<file path="src/rtl/rb_pkg.sv">
package rb_pkg;

  localparam int SLOTS = 2;

  typedef enum logic [2:0] {
    FS_IDLE     = 3'd0,
    FS_DEM_REQ  = 3'd1,
    FS_DEM_DATA = 3'd2,
    FS_PF_REQ   = 3'd3,
    FS_PF_DATA  = 3'd4
  } fill_state_e;

endpackage

</file>
<file path="src/rtl/rb_tag_array.sv">
module rb_tag_array
  import rb_pkg::*;
#(
  parameter int TAG_W = 28
) (
  input  logic             clk,
  input  logic             rst_n,
  input  logic [TAG_W-1:0] lk_tag,
  output logic             hit,
  output logic             hit_slot,
  input  logic             touch_en,
  input  logic             clr_en,
  input  logic             clr_slot,
  input  logic             set_en,
  input  logic             set_slot,
  input  logic [TAG_W-1:0] set_tag,
  input  logic             inv_en,
  input  logic [TAG_W-1:0] inv_tag,
  output logic             victim
);

  logic [SLOTS-1:0] match;
  logic [SLOTS-1:0] slot_valid;
  logic             mru_q;
  logic             mru_d;

  for (genvar s = 0; s < SLOTS; s++) begin : gen_slot
    logic             valid_q;
    logic             valid_d;
    logic [TAG_W-1:0] tag_q;
    logic [TAG_W-1:0] tag_d;

    always_comb begin
      valid_d = valid_q;
      tag_d   = tag_q;
      if (inv_en && valid_q && (tag_q == inv_tag)) begin
        valid_d = 1'b0;
      end
      if (clr_en && (clr_slot == 1'(s))) begin
        valid_d = 1'b0;
      end
      if (set_en && (set_slot == 1'(s))) begin
        valid_d = 1'b1;
        tag_d   = set_tag;
      end
    end

    always_ff @(posedge clk or negedge rst_n) begin
      if (!rst_n) begin
        valid_q <= 1'b0;
        tag_q   <= '0;
      end else begin
        valid_q <= valid_d;
        tag_q   <= tag_d;
      end
    end

    assign slot_valid[s] = valid_q;
    assign match[s]      = valid_q && (tag_q == lk_tag);
  end

  assign hit      = |match;
  assign hit_slot = match[1];

  always_comb begin
    mru_d = mru_q;
    if (touch_en) begin
      mru_d = hit_slot;
    end
  end

  always_ff @(posedge clk or negedge rst_n) begin
    if (!rst_n) begin
      mru_q <= 1'b0;
    end else begin
      mru_q <= mru_d;
    end
  end

  always_comb begin
    if (!slot_valid[0]) begin
      victim = 1'b0;
    end else if (!slot_valid[1]) begin
      victim = 1'b1;
    end else begin
      victim = ~mru_q;
    end
  end

endmodule

</file>
<file path="src/rtl/rb_line_store.sv">
module rb_line_store
  import rb_pkg::*;
#(
  parameter int DATA_W = 32,
  parameter int WORDS  = 4,
  localparam int WORD_W = $clog2(WORDS)
) (
  input  logic              clk,
  input  logic              we,
  input  logic              wr_slot,
  input  logic [WORD_W-1:0] wr_word,
  input  logic [DATA_W-1:0] wr_data,
  input  logic              rd_slot,
  input  logic [WORD_W-1:0] rd_word,
  output logic [DATA_W-1:0] rd_data
);

  localparam int ENTRIES = SLOTS * WORDS;

  logic [ENTRIES*DATA_W-1:0] flat;

  for (genvar s = 0; s < SLOTS; s++) begin : gen_line
    for (genvar w = 0; w < WORDS; w++) begin : gen_word
      logic [DATA_W-1:0] word_q;
      logic              word_en;

      assign word_en = we && (wr_slot == 1'(s)) && (wr_word == WORD_W'(w));

      always_ff @(posedge clk) begin
        if (word_en) begin
          word_q <= wr_data;
        end
      end

      assign flat[(s*WORDS+w)*DATA_W +: DATA_W] = word_q;
    end
  end

  logic [WORD_W:0] rd_idx;
  assign rd_idx  = {rd_slot, rd_word};
  assign rd_data = flat[rd_idx*DATA_W +: DATA_W];

endmodule

</file>
<file path="src/rtl/rb_fill_ctrl.sv">
module rb_fill_ctrl
  import rb_pkg::*;
#(
  parameter int TAG_W = 28,
  parameter int WORDS = 4,
  parameter int LEN_W = 5,
  localparam int WORD_W = $clog2(WORDS)
) (
  input  logic              clk,
  input  logic              rst_n,
  input  logic              rd_valid,
  input  logic [TAG_W-1:0]  rd_tag,
  input  logic [LEN_W-1:0]  rd_len,
  input  logic              ra_en,
  input  logic              hit,
  input  logic              victim,
  input  logic              inv_en,
  input  logic [TAG_W-1:0]  inv_tag,
  input  logic              mem_ready,
  input  logic              mem_beat,
  output logic              mem_req_valid,
  output logic [TAG_W-1:0]  mem_req_line,
  output logic              st_we,
  output logic              st_slot,
  output logic [WORD_W-1:0] st_word,
  output logic              set_en,
  output logic              set_slot,
  output logic [TAG_W-1:0]  set_tag,
  output logic              clr_en,
  output logic              clr_slot
);

  fill_state_e       state_q, state_d;
  logic [TAG_W-1:0]  line_q, line_d;
  logic              slot_q, slot_d;
  logic              pf_q, pf_d;
  logic [WORD_W-1:0] beat_q, beat_d;
  logic              poison_q, poison_d;
  logic              poison_now;
  logic              last_beat;
  logic              in_data;

  assign in_data    = (state_q == FS_DEM_DATA) || (state_q == FS_PF_DATA);
  assign poison_now = inv_en && (inv_tag == line_q) && (state_q != FS_IDLE);
  assign last_beat  = (beat_q == WORD_W'(WORDS - 1));

  assign mem_req_line = line_q;
  assign st_slot      = slot_q;
  assign st_word      = beat_q;
  assign set_slot     = slot_q;
  assign set_tag      = line_q;

  always_comb begin
    state_d       = state_q;
    line_d        = line_q;
    slot_d        = slot_q;
    pf_d          = pf_q;
    beat_d        = beat_q;
    poison_d      = poison_q | poison_now;
    mem_req_valid = 1'b0;
    st_we         = 1'b0;
    set_en        = 1'b0;
    clr_en        = 1'b0;
    clr_slot      = victim;

    case (state_q)
      FS_IDLE: begin
        poison_d = 1'b0;
        if (rd_valid && !hit) begin
          line_d   = rd_tag;
          slot_d   = victim;
          pf_d     = ra_en && (rd_len >= LEN_W'(2));
          clr_en   = 1'b1;
          clr_slot = victim;
          state_d  = FS_DEM_REQ;
        end
      end
      FS_DEM_REQ, FS_PF_REQ: begin
        mem_req_valid = 1'b1;
        if (mem_ready) begin
          beat_d  = '0;
          state_d = (state_q == FS_DEM_REQ) ? FS_DEM_DATA : FS_PF_DATA;
        end
      end
      FS_DEM_DATA, FS_PF_DATA: begin
        if (mem_beat) begin
          st_we  = 1'b1;
          beat_d = beat_q + WORD_W'(1);
          if (last_beat) begin
            set_en = !(poison_q || poison_now);
            if ((state_q == FS_DEM_DATA) && pf_q) begin
              line_d   = line_q + TAG_W'(1);
              slot_d   = ~slot_q;
              clr_en   = 1'b1;
              clr_slot = ~slot_q;
              poison_d = 1'b0;
              state_d  = FS_PF_REQ;
            end else begin
              state_d = FS_IDLE;
            end
          end
        end
      end
      default: state_d = FS_IDLE;
    endcase
  end

  always_ff @(posedge clk or negedge rst_n) begin
    if (!rst_n) begin
      state_q  <= FS_IDLE;
      line_q   <= '0;
      slot_q   <= 1'b0;
      pf_q     <= 1'b0;
      beat_q   <= '0;
      poison_q <= 1'b0;
    end else begin
      state_q  <= state_d;
      line_q   <= line_d;
      slot_q   <= slot_d;
      pf_q     <= pf_d;
      beat_q   <= beat_d;
      poison_q <= poison_d;
    end
  end

  logic unused_in_data;
  assign unused_in_data = in_data;

endmodule

</file>
<file path="src/rtl/line_read_buffer.sv">
module line_read_buffer
  import rb_pkg::*;
#(
  parameter int ADDR_W = 30,
  parameter int DATA_W = 32,
  parameter int WORDS  = 4,
  parameter int LEN_W  = 5,
  localparam int WORD_W = $clog2(WORDS),
  localparam int TAG_W  = ADDR_W - WORD_W
) (
  input  logic              clk,
  input  logic              rst_n,
  input  logic              rd_valid,
  input  logic [ADDR_W-1:0] rd_addr,
  input  logic [LEN_W-1:0]  rd_len,
  input  logic              ra_en,
  output logic              rd_resp_valid,
  output logic [DATA_W-1:0] rd_resp_data,
  input  logic              wr_valid,
  input  logic [TAG_W-1:0]  wr_line,
  output logic              fill_req_valid,
  output logic [TAG_W-1:0]  fill_req_line,
  input  logic              fill_req_ready,
  input  logic              fill_beat_valid,
  input  logic [DATA_W-1:0] fill_beat_data
);

  logic [TAG_W-1:0]  rd_tag;
  logic [WORD_W-1:0] rd_word;
  logic              hit;
  logic              hit_slot;
  logic              victim;
  logic              st_we;
  logic              st_slot;
  logic [WORD_W-1:0] st_word;
  logic              set_en;
  logic              set_slot;
  logic [TAG_W-1:0]  set_tag;
  logic              clr_en;
  logic              clr_slot;

  assign rd_tag        = rd_addr[ADDR_W-1:WORD_W];
  assign rd_word       = rd_addr[WORD_W-1:0];
  assign rd_resp_valid = rd_valid && hit;

  rb_tag_array #(.TAG_W(TAG_W)) u_tags (
    .clk      (clk),
    .rst_n    (rst_n),
    .lk_tag   (rd_tag),
    .hit      (hit),
    .hit_slot (hit_slot),
    .touch_en (rd_resp_valid),
    .clr_en   (clr_en),
    .clr_slot (clr_slot),
    .set_en   (set_en),
    .set_slot (set_slot),
    .set_tag  (set_tag),
    .inv_en   (wr_valid),
    .inv_tag  (wr_line),
    .victim   (victim)
  );

  rb_line_store #(.DATA_W(DATA_W), .WORDS(WORDS)) u_store (
    .clk     (clk),
    .we      (st_we),
    .wr_slot (st_slot),
    .wr_word (st_word),
    .wr_data (fill_beat_data),
    .rd_slot (hit_slot),
    .rd_word (rd_word),
    .rd_data (rd_resp_data)
  );

  rb_fill_ctrl #(.TAG_W(TAG_W), .WORDS(WORDS), .LEN_W(LEN_W)) u_fill (
    .clk           (clk),
    .rst_n         (rst_n),
    .rd_valid      (rd_valid),
    .rd_tag        (rd_tag),
    .rd_len        (rd_len),
    .ra_en         (ra_en),
    .hit           (hit),
    .victim        (victim),
    .inv_en        (wr_valid),
    .inv_tag       (wr_line),
    .mem_ready     (fill_req_ready),
    .mem_beat      (fill_beat_valid),
    .mem_req_valid (fill_req_valid),
    .mem_req_line  (fill_req_line),
    .st_we         (st_we),
    .st_slot       (st_slot),
    .st_word       (st_word),
    .set_en        (set_en),
    .set_slot      (set_slot),
    .set_tag       (set_tag),
    .clr_en        (clr_en),
    .clr_slot      (clr_slot)
  );

endmodule

</file>
<file path="config.mk">
export PLATFORM = sky130hd
export DESIGN_NAME = line_read_buffer
export DESIGN_NICKNAME = d
export VERILOG_FILES = /design/src/rtl/rb_pkg.sv /design/src/rtl/rb_tag_array.sv /design/src/rtl/rb_line_store.sv /design/src/rtl/rb_fill_ctrl.sv /design/src/rtl/line_read_buffer.sv
export SDC_FILE = /design/constraint.sdc
export NUM_CORES = 1
export LEC_CHECK = 0
export BUFFER_PORTS_ARGS = -buffer_cell sky130_fd_sc_hd__buf_4
export CAP_MARGIN = 20
export CORE_MARGIN = 10
export CORE_UTILIZATION = 53
export DETAILED_ROUTE_END_ITERATION = 12
export PLACE_DENSITY = 0.8
export SLEW_MARGIN = 20
export SYNTH_ARGS = -nofsm -noshare
export SYNTH_HDL_FRONTEND = slang
export SYNTH_SLANG_ARGS = --single-unit
</file>
<file path="constraint.sdc">
create_clock -name clk -period 4.2 [get_ports clk]
set_clock_uncertainty 0.2 [all_clocks]
set_input_delay 0.21 -clock clk [delete_from_list [all_inputs] [get_ports clk]]
set_output_delay 0.21 -clock clk [all_outputs]
set_load 0.02 [all_outputs]
</file>
==> flow_metrics.env <==
export IMPL_outcome="complete, no violations"
export IMPL_reg2reg_depth=8
export IMPL_cts_made_buffers=37
export IMPL_end_kind="output port"
export IMPL_required_ns=3.79
export IMPL_fin_nets=1439
export IMPL_cp_max_fo=41
export IMPL_r2r_start="u_tags.gen_slot[1].tag_q[24]$_DFFE_PN0P_"
export IMPL_antenna_found_initial=3
export IMPL_dieHeight_um=194
export IMPL_ant_nets=0
export IMPL_postSynth_asyncResetShare=0.271
export IMPL_relSlewSlack=0.270
export IMPL_fp_row_count=63
export IMPL_synth_cell_area_um2=16100
export IMPL_synth_top_area_share=0.478
export IMPL_synth_avg_cell_area_um2=14.4
export IMPL_rsz0062_at_grt="no"
export IMPL_wl_um=42700
export IMPL_min_period_over_period=0.938
export IMPL_hpwl_um=26500
export IMPL_reg2reg_setup_slack_ns=0.96
export IMPL_start_util=0.540
export IMPL_cts_clk_slew_worst_paths_ns=0.06
export IMPL_cp_depth=9
export IMPL_netlist_cell_type_count=64
export IMPL_total_power_mw=10.7
export IMPL_clock_latency_ns=0.51
export IMPL_criticalPathCategory="reg -> out"
export IMPL_maxCapViolations=0
export IMPL_overflow=0
export IMPL_p_per_area_nw_per_um2=550
export IMPL_dieArea_um2=37700
export IMPL_fin_crit_ns=3.94
export IMPL_place_inst=1615
export IMPL_drv_slew=0
export IMPL_die_w_um=194
export IMPL_gp_congestion=0.920
export IMPL_finalSetupViolCount=0
export IMPL_syn_inst=1118
export IMPL_ys_seq_elements=351
export IMPL_instances_no_fill=1746
export IMPL_hold_ws_ns=0.0407
export IMPL_yosys_warnings=0
export IMPL_core_um2=29800
export IMPL_tightest_slew_ns=1.09
export IMPL_crit_family="simple AND/OR/NAND/NOR gates"
export IMPL_cts_root_buf="clkbuf_16"
export IMPL_portBuffers=162
export IMPL_slowest_delay_ns=0.42
export IMPL_layout_drive_gt1_share=0.233
export IMPL_cellLeakagePower_nw=8.10
export IMPL_h_tree_depth=2
export IMPL_cp_start_kind="register"
export IMPL_clock_fmax_mhz=254
export IMPL_wl_per_cell_um=24.5
export IMPL_crit_slowest_cell="dfrtp_1"
export IMPL_grt_start_max_net_pins=72
export IMPL_ys_seq_area_frac=0.626
export IMPL_grt_pass1_vias=10800
export IMPL_fin_ws_ns=0.261
export IMPL_cts_buffer_depth=3
export IMPL_reg2reg_to="u_fill.mem_req_line[20]$_DFFE_PN0P_"
export IMPL_final_util=0.651
export IMPL_dr_total_vias=10700
export IMPL_yosysTopAreaCell="edfxtp_1"
export IMPL_crit_arrival_ns=3.53
export IMPL_ioPinCount=164
export IMPL_worstPathCellList="xnor2_1, nand4_1, nor4_1, nand4_1, buf_6, mux2i_1, a22o_1, a221oi_1, buf_4"
export IMPL_post_cts_buffers=0
export IMPL_grt_first_pass_wirelength_um=65000
export IMPL_drt_first_pass_iters=7
export IMPL_drcViolationCount=0
export IMPL_syn_nets=1225
export IMPL_dpl_worst_slack_ns=0.716
export IMPL_hp_class="in -> reg"
export IMPL_ir_worst_vdd_mv=0.553
export IMPL_critical_path_startpoint="u_tags.gen_slot[1].tag_q[24]$_DFFE_PN0P_"
export IMPL_cts_sinks=351
export IMPL_cts_tree="built"
export IMPL_first_iter_violations=969
export IMPL_via_per_inst=6.13
export IMPL_yosys_most_used_dff="edfxtp_1"
export IMPL_crit_path_end="rd_resp_data[9]"
export IMPL_hold_violations=0
export IMPL_syn_to_final_growth_pct=20.7
export IMPL_synth_area_leaders="edfxtp_1 (48%), dfrtp_1 (15%), mux2i_1 (8.0%)"
export IMPL_synth_edf_count=256
export IMPL_crit_top_cell="nand4_1"
export IMPL_grtUsageTotal=0.218
export IMPL_cp_num_buf_inv=2
==> worst min-delay path, stage by stage <==
cell and delay (ns):
buf_4 0.12, xnor2_1 0.08, nand4_1 0.06, o41ai_1 0.10, o21bai_1 0.14
==> per-layer routing <==
metal  wire, um  global-route usage
met4       1370              0.0704
met1      17500               0.287
met5         13                   0
met2      20600               0.356
met3       3310              0.0443
==> final cells by class <==
cell class | instances | area, um^2
timing repair buffer | 245 | 2040
clock buffer | 44 | 952
sequential | 351 | 10100
tap | 390 | 488
antenna | 2 | 5.00
clock inverter | 17 | 190
multi-input combinational | 690 | 5640
inverter | 7 | 26.3
fill | 2089 | 10400
==> timing repair <==
item                       CTS  global route
hold buffers                68             0
setup endpoints to repair    0             2
hold endpoints to repair   362             0
resized for setup            0             2
==> cell usage in the layout (no fill, tap or decap), types with 4 or more instances in the layout <==
cell           instances
a221oi_1              33
a21oi_1               24
buf_4                174
xor2_1                61
o31ai_1                8
nor4_1                17
and3_1                 6
dfrtp_1               95
nand3_1               37
inv_1                  7
mux2i_1              129
nand2_1               26
mux2_2                37
mux2_4                19
clkbuf_16             37
nand4_1               26
ha_1                   5
nor3_2                 4
o21ai_1                5
dlygate4sd3_1         68
a22o_1                32
clkbuf_1               7
o211ai_1               7
o21ai_0               23
nor3_1                22
xnor2_1               82
nor2_1                22
edfxtp_1             256
clkinv_2               6
==> cell usage after synthesis (all sizes together) (4+ instances only) <==
cell	number
a21oi	25
a221oi	34
a22o	32
and2	7
and3	7
buf	43
clkbuf	27
dfrtp	95
edfxtp	256
ha	5
inv	7
mux2	56
mux2i	129
nand2	27
nand3	39
nand4	27
nor2	24
nor2b	4
nor3	26
nor4	19
o211ai	7
o21ai	28
o31ai	8
or2	5
xnor2	82
xor2	61
==> cell families (layout without fill, tap and decap cells) <==
family | count (synthesis) | after routing | share of synthesized area
mux | 185 | 185 | 0.124
fa+ha+maj | 5 | 5 | 0.00389
flops | 351 | 351 | 0.626
compound gates | 159 | 159 | 0.0728
simple gates | 198 | 198 | 0.0700
xor+xnor | 143 | 143 | 0.0779
buf+inv | 77 | 313 | 0.0254
other cells | 0 | 2 | 0
==> flip-flops by register name (all words and copies together), names as in the netlist <==
name	flops
u_fill.mem_req_line	28
u_store.gen_line.gen_word.word_q	256
u_fill.set_slot	1
u_fill.st_word	2
u_tags.gen_slot.valid_q	2
u_tags.mru_q	1
u_fill.state_q	3
u_fill.poison_q	1
u_fill.pf_q	1
u_tags.gen_slot.tag_q	56
==> where the power goes <==
group | internal (mW) | switching, mW
Sequential | 4.21 | 0.663
Clock | 1.81 | 1.32
Combinational | 1.17 | 1.50
==> metrics by stage <==
| stage | instance area [um^2] | TNS, ns |
|---|---|---|
| finish | 19400 | 0 |
| global route | 19400 | 0 |
| CTS | 19400 | 0 |
| detailed placement | 17600 | 0 |
| global placement | 17600 | 0 |
| floorplan | 16100 | -10.92 |
==> worst min path at each step <==
stage,from,to,slack [ns],depth (start not counted)
floorplan,rst_n,u_fill.mem_req_line[0]$_DFFE_PN0P_,-0.29,0
global placement,rst_n,u_fill.mem_req_line[0]$_DFFE_PN0P_,0.21,1
detailed placement,rst_n,u_fill.mem_req_line[6]$_DFFE_PN0P_,0.21,1
CTS,wr_line[7],u_tags.gen_slot[0].valid_q$_DFFE_PN0P_,0.01,5
global route,wr_line[7],u_tags.gen_slot[0].valid_q$_DFFE_PN0P_,0.06,5
finish,wr_line[7],u_tags.gen_slot[0].valid_q$_DFFE_PN0P_,0.04,5
Power figures use the tool's default switching activity.
